`src/rtl/stq_pkg.sv`:
```
package stq_pkg;
  localparam int NUM_HALVES = 2;

  typedef enum logic {
    SIDE_LEFT  = 1'b0,
    SIDE_RIGHT = 1'b1
  } stq_side_e;
endpackage

```
`src/rtl/stq_half_fifo.sv`:
```
module stq_half_fifo #(
  parameter int DEPTH  = 8,
  parameter int DATA_W = 24
) (
  input  logic              clk,
  input  logic              rst,
  input  logic              push,
  input  logic [DATA_W-1:0] push_data,
  input  logic              pop,
  output logic [DATA_W-1:0] pop_data,
  output logic              empty,
  output logic              full
);
  localparam int PTR_W = (DEPTH < 2) ? 1 : $clog2(DEPTH);
  localparam int CNT_W = $clog2(DEPTH + 1);
  localparam logic [PTR_W-1:0] LAST_IDX = PTR_W'(DEPTH - 1);
  localparam logic [CNT_W-1:0] FULL_CNT = CNT_W'(DEPTH);

  logic [DATA_W-1:0] mem [DEPTH];
  logic [PTR_W-1:0]  wptr, rptr;
  logic [CNT_W-1:0]  count;
  logic              do_push, do_pop;

  assign empty   = (count == '0);
  assign full    = (count == FULL_CNT);
  assign do_push = push && !full;
  assign do_pop  = pop && !empty;

  // Storage without reset so it maps onto block RAM.
  always_ff @(posedge clk) begin
    if (do_push) mem[wptr] <= push_data;
  end

  // Registered read port.
  always_ff @(posedge clk) begin
    if (do_pop) pop_data <= mem[rptr];
  end

  always_ff @(posedge clk) begin
    if (rst) begin
      wptr  <= '0;
      rptr  <= '0;
      count <= '0;
    end else begin
      if (do_push) wptr <= (wptr == LAST_IDX) ? '0 : wptr + 1'b1;
      if (do_pop)  rptr <= (rptr == LAST_IDX) ? '0 : rptr + 1'b1;
      case ({do_push, do_pop})
        2'b10:   count <= count + 1'b1;
        2'b01:   count <= count - 1'b1;
        default: count <= count;
      endcase
    end
  end
endmodule

```
`src/rtl/stq_lockstep.sv`:
```
module stq_lockstep
  import stq_pkg::*;
(
  input  logic                  clk,
  input  logic                  rst,
  input  logic                  rd_req,
  input  logic                  rd_side,
  input  logic [NUM_HALVES-1:0] empty,
  input  logic [NUM_HALVES-1:0] clr,
  output logic [NUM_HALVES-1:0] pop,
  output logic                  deliver,
  output logic [NUM_HALVES-1:0] ur,
  output logic [NUM_HALVES-1:0] blk
);
  logic                  sel, other;
  logic                  blocked, hit_empty, underrun;
  logic [NUM_HALVES-1:0] blk_n, ur_set;

  always_comb begin
    sel       = rd_side;
    other     = (sel == SIDE_LEFT) ? SIDE_RIGHT : SIDE_LEFT;
    blocked   = blk[sel];
    hit_empty = empty[sel];
    underrun  = rd_req && !blocked && hit_empty;
    deliver   = rd_req && !blocked && !hit_empty;

    pop      = '0;
    pop[sel] = deliver;

    ur_set      = '0;
    ur_set[sel] = underrun;

    blk_n = blk;
    if (rd_req && blocked) blk_n[sel] = 1'b0;
    if (underrun)          blk_n[other] = 1'b1;
  end

  always_ff @(posedge clk) begin
    if (rst) begin
      blk <= '0;
      ur  <= '0;
    end else begin
      blk <= blk_n;
      ur  <= (ur & ~clr) | ur_set;
    end
  end
endmodule

```
`src/rtl/stereo_txq.sv`:
```
module stereo_txq
  import stq_pkg::*;
#(
  parameter int DEPTH  = 8,
  parameter int DATA_W = 24
) (
  input  logic              clk,
  input  logic              rst,
  input  logic              wr_left_en,
  input  logic [DATA_W-1:0] wr_left_data,
  input  logic              wr_right_en,
  input  logic [DATA_W-1:0] wr_right_data,
  input  logic              rd_req,
  input  logic              rd_side,
  input  logic              clr_left,
  input  logic              clr_right,
  output logic              rd_valid,
  output logic [DATA_W-1:0] rd_data,
  output logic              left_full,
  output logic              right_full,
  output logic              ur_left,
  output logic              ur_right
);
  logic [NUM_HALVES-1:0] wr_en_v, pop_v, fifo_empty, fifo_full, ur_v, blk_state;
  logic [DATA_W-1:0]     wr_data_v  [NUM_HALVES];
  logic [DATA_W-1:0]     pop_data_v [NUM_HALVES];
  logic                  deliver;
  logic                  valid_q, side_q;

  assign wr_en_v      = {wr_right_en, wr_left_en};
  assign wr_data_v[0] = wr_left_data;
  assign wr_data_v[1] = wr_right_data;

  for (genvar g = 0; g < NUM_HALVES; g++) begin : g_half
    stq_half_fifo #(
      .DEPTH  (DEPTH),
      .DATA_W (DATA_W)
    ) u_fifo (
      .clk       (clk),
      .rst       (rst),
      .push      (wr_en_v[g]),
      .push_data (wr_data_v[g]),
      .pop       (pop_v[g]),
      .pop_data  (pop_data_v[g]),
      .empty     (fifo_empty[g]),
      .full      (fifo_full[g])
    );
  end

  stq_lockstep u_lock (
    .clk     (clk),
    .rst     (rst),
    .rd_req  (rd_req),
    .rd_side (rd_side),
    .empty   (fifo_empty),
    .clr     ({clr_right, clr_left}),
    .pop     (pop_v),
    .deliver (deliver),
    .ur      (ur_v),
    .blk     (blk_state)
  );

  always_ff @(posedge clk) begin
    if (rst) begin
      valid_q <= 1'b0;
      side_q  <= SIDE_LEFT;
    end else begin
      valid_q <= deliver;
      side_q  <= rd_side;
    end
  end

  assign rd_valid   = valid_q;
  assign rd_data    = valid_q ? pop_data_v[side_q] : '0;
  assign left_full  = fifo_full[0];
  assign right_full = fifo_full[1];
  assign ur_left    = ur_v[0];
  assign ur_right   = ur_v[1];
endmodule

```
`config.mk`:
```
export PLATFORM = sky130hd
export DESIGN_NAME = stereo_txq
export DESIGN_NICKNAME = d
export VERILOG_FILES = /design/src/rtl/stq_pkg.sv /design/src/rtl/stq_half_fifo.sv /design/src/rtl/stq_lockstep.sv /design/src/rtl/stereo_txq.sv
export SDC_FILE = /design/constraint.sdc
export NUM_CORES = 1
export LEC_CHECK = 0
export ABC_AREA = 1
export BUFFER_PORTS_ARGS = -buffer_cell sky130_fd_sc_hd__buf_2
export CORE_MARGIN = 4
export CORE_UTILIZATION = 45
export DETAILED_ROUTE_END_ITERATION = 10
export PLACE_DENSITY = 0.61
export RECOVER_POWER = 50
export SETUP_SLACK_MARGIN = 0.02
export SYNTH_ARGS = -nofsm -noshare
export SYNTH_HDL_FRONTEND = slang
export SYNTH_SLANG_ARGS = --single-unit
```
`constraint.sdc`:
```
create_clock -name clk -period 5.1 [get_ports clk]
set_input_delay 0.51 -clock clk [delete_from_list [all_inputs] [get_ports clk]]
set_output_delay 0.51 -clock clk [all_outputs]
set_load 0.01 [all_outputs]
```
# Word level (Yosys, flattened, before mapping)
# Memories as Yosys holds them, arrays and structs flattened. A register that Yosys moved wholly into a read port is not among the register bits.
# Cells that the tools add are included.
# word_totals
reg_bits,26
latchBits,0
ram_bits,384
romBits,0
input_bits,56
output_inout_bits,29
elab_cells,89
n_memories,2
# op_classes
add_sub_neg,8
n_mul,0
n_div,0
order_cmp,5
eq_ne,10
n_shift,0
muxes,25
n_bitwise,9
reduce_logical,20
# mem_list
memory,words,width,rd,rd_clocked_by_memory_dff,write_ports,line_no,rtl
g_half[0].u_fifo.mem,8,24,1,1,1,stq_half_fifo.sv:19,logic [DATA_W-1:0] mem [DEPTH];
g_half[1].u_fifo.mem,8,24,1,1,1,stq_half_fifo.sv:19,
# ops
op,count
24-bit two-way mux,4
4-bit one-hot mux with 2 select lines,2
3-bit by 1-bit adder with 3-bit output (second input constant),4
3-bit == test (second input constant),4
3-bit two-way mux,4
1-bit two-way mux,11
1-bit logical AND,10
4-bit by 1-bit adder with 4-bit output (second input constant),2
2-bit bitwise AND,4
4-bit == test (second input constant),2
4-bit logical NOT,2
4-bit by 1-bit subtractor with 4-bit output (second input constant),2
1-bit logical NOT,6
2-bit by 1-bit == test with 1-bit output (second input constant),2
2-bit == test (second input constant),2
1-bit by 2-bit < comparator with 1-bit output (second input constant),2
2-bit two-way mux,2
2-bit NOT,2
2-bit OR,2
2-bit nonzero test,2
1-bit demux with 1-bit select,2
1-bit >= comparator (second input constant),2
2-bit >= comparator (second input constant),1
1-bit NOT with 2-bit output,1

# Longest topological paths before layout
# depth
depth_word,9
ltp_mapped,15

# Modules after synthesis
# Synthesis repeated with hierarchy kept, for this count alone.
# unflattened
hier_cells,1685
hier_area_um2,18845.6
# by_module_without_submodules
module,n_inst,cells_per_inst,area_each_um2
stq_half_fifo at g_half[0].u_fifo,1,761,9049.9
stq_half_fifo at g_half[1].u_fifo,1,761,9047.4
stereo_txq,1,133,555.5
stq_lockstep,1,30,192.7

# Worst setup path before layout
# No wires, ideal clock.
# synth_path
path_type,input-to-reg
start,input port rd_side
end,register g_half[1].u_fifo.count[2]
setup_time_ps,115
arrival_ps,2338
required_time_ps,4985
slack_ps,2647
path_stages,14
path_buffers,0
path_cell_list,inv_2 -> nand2_2 -> nor2_4 -> nor2_8 -> nor2_4 -> ha_1 -> nand2_1 -> inv_1 -> nor2_1 -> ha_1 -> a21oi_1 -> xnor2_1 -> o21ai_0 -> inv_1
# synth_via
elab_chain_len,9
# synth_lines
element,line_no,rtl
start: declaration,stereo_txq.sv:14,"input logic rd_side,"
"parallel branches: the longest is 5 deep, another holds 1-bit by 2-bit < comparator with 1-bit output",n/a,
2-bit bitwise AND (no source line) (*),n/a,
1-bit logical AND (*),stq_half_fifo.sv:27,assign do_pop = pop && !empty;
named net g_half[1].u_fifo.do_pop,stq_half_fifo.sv:22,"logic do_push, do_pop;"
2-bit by 1-bit == test with 1-bit output or 2-bit == test (tied branches),stq_half_fifo.sv:47,"case ({do_push, do_pop})"
4-bit one-hot mux with 2 select lines or 2-bit nonzero test (tied branches),n/a,
end signal: assignment,stq_half_fifo.sv:48,2'b10: count <= count + 1'b1;
end signal: assignment,stq_half_fifo.sv:49,2'b01: count <= count - 1'b1;
end signal: assignment,stq_half_fifo.sv:50,default: count <= count;
end: declaration,stq_half_fifo.sv:21,logic [CNT_W-1:0] count;
# Mark *: on every way through the listed nets, which the timed path passes. The select of a mux whose other input is x is not followed.
# A chain may end at the register's enable or synchronous reset.

# Worst setup path in the final report
# layout_path
start,register g_half[0].u_fifo.count[0]
end,register g_half[0].u_fifo.count[2]
# layout_via
elab_chain_len,9
# layout_lines
element,line_no,rtl
start: declaration,stq_half_fifo.sv:21,
start signal: assignment,stq_half_fifo.sv:48,
start signal: assignment,stq_half_fifo.sv:49,
start signal: assignment,stq_half_fifo.sv:50,
4-bit logical NOT (*),stq_half_fifo.sv:24,assign empty = (count == '0);
1-bit two-way mux (not written as such) (2 in a row),stq_lockstep.sv:23,hit_empty = empty[sel];
1-bit logical NOT,stq_lockstep.sv:25,deliver = rd_req && !blocked && !hit_empty;
1-bit logical AND,stq_lockstep.sv:25,
2-bit bitwise AND (no source line),n/a,
1-bit logical AND (*),stq_half_fifo.sv:27,
named net g_half[0].u_fifo.do_pop,stq_half_fifo.sv:22,
2-bit by 1-bit == test with 1-bit output or 2-bit == test (tied branches),stq_half_fifo.sv:47,
4-bit one-hot mux with 2 select lines or 2-bit nonzero test (tied branches),n/a,
# Mark *: on every way through the listed nets, which the timed path passes. The rest lies on a longest branch. The select of a mux whose other input is x is not followed.

==> metrics.txt <==
Synth Area in Compound Gates 0.08440; GRT Residual Overflow 0; Static Leak 7.095 nW; post-synth top area share 0.7092; Layout Utilization 0.5125; Crit. End Element register; drt initial violations a little under 900; final setup margin 1408 ps; largest net degree at the start of global routing just under 70; failing checks capacitance limit, slew limit; Main synth FF type edfxtp_1; Synth Area in XOR/XNOR 0.002873; Max transition margin -0.5762; RSZ-0062 raised after global routing no; DP HPWL roughly 23000 um; die width between 200 and 250 um; post-DR wirelength/cell 19.85 um; first-pass GRT wire length ~62000 um; HP Start clr_left; Reg2Reg Depth 13; Yosys warning total 0; Slew Limit Fails ~110; total power a little under 10 mW; Initial Util 0.4572; worst path required time roughly 5600 ps; initial antenna violation count 3; synthesized net count between 1k and 1.5k; Hold-fix buffers, CTS 0; P&R area growth vs syn 12.08%; Clock transition at path regs ~60 ps; most common cell in the netlist edfxtp_1; Detail Route Antenna Nets 0; crit-path cells nor2_2 > nand3_1 > nand2_1 > nor2_1 > ha_1 > nand2_1 > inv_1 > nor2_1 > ha_1 > a21oi_1 > xnor2_1 > o21ai_0 > inv_1; status finished, violations left; Final Setup Violations 0; PwrDens approximately 470 nW/um2; flop2flop setup slack between 1000 and 1500 ps; mux share of post-synthesis cell area 0.02627; Worst Max-Slew Pin Slew ~2400 ps; # IOs 85; Buf/Inv on CP 2; Post-Place Worst Slack between 2000 and 2500 ps; CTS root buf clkbuf_16; Crit Reg-Reg Endpoint g_half[0].u_fifo.count[2]; fraction of layout cells with a size suffix above 1 0.09533; clk_skew 19.32 ps; Synth cell types 32; CTS resizes 0; WP data arrival about 4200 ps; first-pass iteration count of the detailed router 5; worst hold endpoint u_lock.ur[0]; CP startpoint kind register; Post-CTS Setup Inserts 0; Synth Area in Adders 0.009576; clock buffers created by TritonCTS 47; slowest stage delay, CP between 1500 and 2000 ps; final worst path period share 0.7239; Post-synth ARST share 0; worst-skew pair later-pin latency 570 ps; ranking of synthesized cells by area edfxtp_1 71%, nor2_1 5.8%, o21ai_0 5.7%, nand2_1 3.6%, dfxtp_1 2.8%; Final Hold Vio Count 0; syn avg cell area around 13 um2; Hold Path Depth 4; post-synthesis sequential area ratio 0.7376; FF-to-FF Start g_half[0].u_fifo.count[0]; Worst Setup Path Type register to register; Post-Place Cells between 1.5k and 2k; post-synthesis simple-gate area fraction 0.1059; Post-synth EDFFs around 430; Post-Syn Area between 15000 and 20000 um2; Vias between 10k and 15k; H-tree depth 2; Hold WS ~190 ps; max-cap violation count 4; # clock sinks 458; drt total wl 41080 um; VDD IR max approximately 0.0003 V; commonest cells in the netlist 432 x edfxtp_1, 283 x nor2_1, 208 x o21ai_0; delay-heaviest family, CP simple AND/OR/NAND/NOR gates; placed inst area 19140 um2; RePlAce Congestion approximately 0.8; FMAX 270.9 MHz; vias in the first global route 10.60k; Seq cells post-synth ~460; Post-Synthesis Cells roughly 1.4k; number of buffers added on ports 84; combinational family with the most area after synthesis simple AND/OR/NAND/NOR gates; drc violations 0; Final nets approximately 1.6k; final setup TNS 0 ps; via/cell ratio ~5.3; Tmin final about 3700 ps; Die H between 200 and 250 um; Hold Path Class input pin to register; die area 43940 um2; Final Non-Filler Cells 2069; Critical Path Fanout Max 31; CORE AREA approximately 40000 um2; Slowest cell on crit path nor2_1; CTS tree yes; GRT Resource Usage Total 0.1840; design area 20500 um2; clk buf depth 3; area leader, netlist edfxtp_1; row cnt 73
where the power goes:
| group | leakage (nW) | switching, mW | internal, mW |
|---|---|---|---|
| registers | 4.14 | 0.228 | 4.54 |
| clock network | 0.709 | 1.37 | 1.92 |
| logic | 2.24 | 1.12 | 0.492 |
| total | 7.10 | 2.71 | 6.95 |
metal layers:
metal	GRT usage	part of all wire	vias up
li1	-	-	5255
met1	0.2403	0.42	5363
met2	0.3074	0.49	238
met3	0.03393	0.055	77
met4	0.07268	0.033	2
met5	0	0.00034	-
cell families after synthesis:
kind of cell / after synthesis
AO/OA/AOI/OAI: 296
XOR/XNOR: 6
adder cells (fa/ha/maj): 14
buffers and inverters: 115
flip-flops: 458
multiplexers: 48
AND/OR/NAND/NOR: 488
final cells by class:
class	count	area [um2]
flip-flops and latches	458	13500
fillers	3455	19500
repair buffers	108	525.5
multi-input cells	852	4198
well taps	525	656.9
diodes	2	5.005
inverters	39	146.4
clock inverters	21	175.2
clock buffers	64	1292
cell usage in the layout, fill, tap and decap left out, types with 4 or more instances in the layout:
master and instances:
edfxtp_1 432, nor2_1 269, o21ai_0 209, nand2_1 177, clkbuf_1 68, clkbuf_16 49
mux2i_1 48, o22ai_1 48, buf_2 33, inv_1 32, o21ai_1 25, dfxtp_1 22
buf_4 21, nor2_2 17, nand3_1 14, ha_1 14, a21oi_1 13, clkinv_1 12
inv_2 7, xnor2_1 4
worst min-delay path: stages:
cell and delay [ps]:
buf_2 70, inv_1 30, nand2_1 40, a21oi_1 50
state kept, by name, summed over array words and instances (netlist names), 2 cells and up:
signal	flops
g_half.u_fifo.pop_data	48
u_lock.ur	2
g_half.u_fifo.rptr	6
u_lock.blk	2
g_half.u_fifo.wptr	6
g_half.u_fifo.count	8
g_half.u_fifo.mem	384
how the worst max path moves through the flow:
stage	start	endpoint	cells past startpoint
5_1_grt	g_half[0].u_fifo.count[2]	g_half[0].u_fifo.count[2]	13
4_1_cts	side_q	rd_data[19]	4
3_3_place_gp	rd_side	g_half[1].u_fifo.count[2]	15
3_5_place_dp	rd_side	g_half[1].u_fifo.count[2]	15
2_1_floorplan	rd_side	g_half[1].u_fifo.count[2]	14
6_report	g_half[0].u_fifo.count[0]	g_half[0].u_fifo.count[2]	13
No activity file was read; power rests on OpenSTA's default activity.
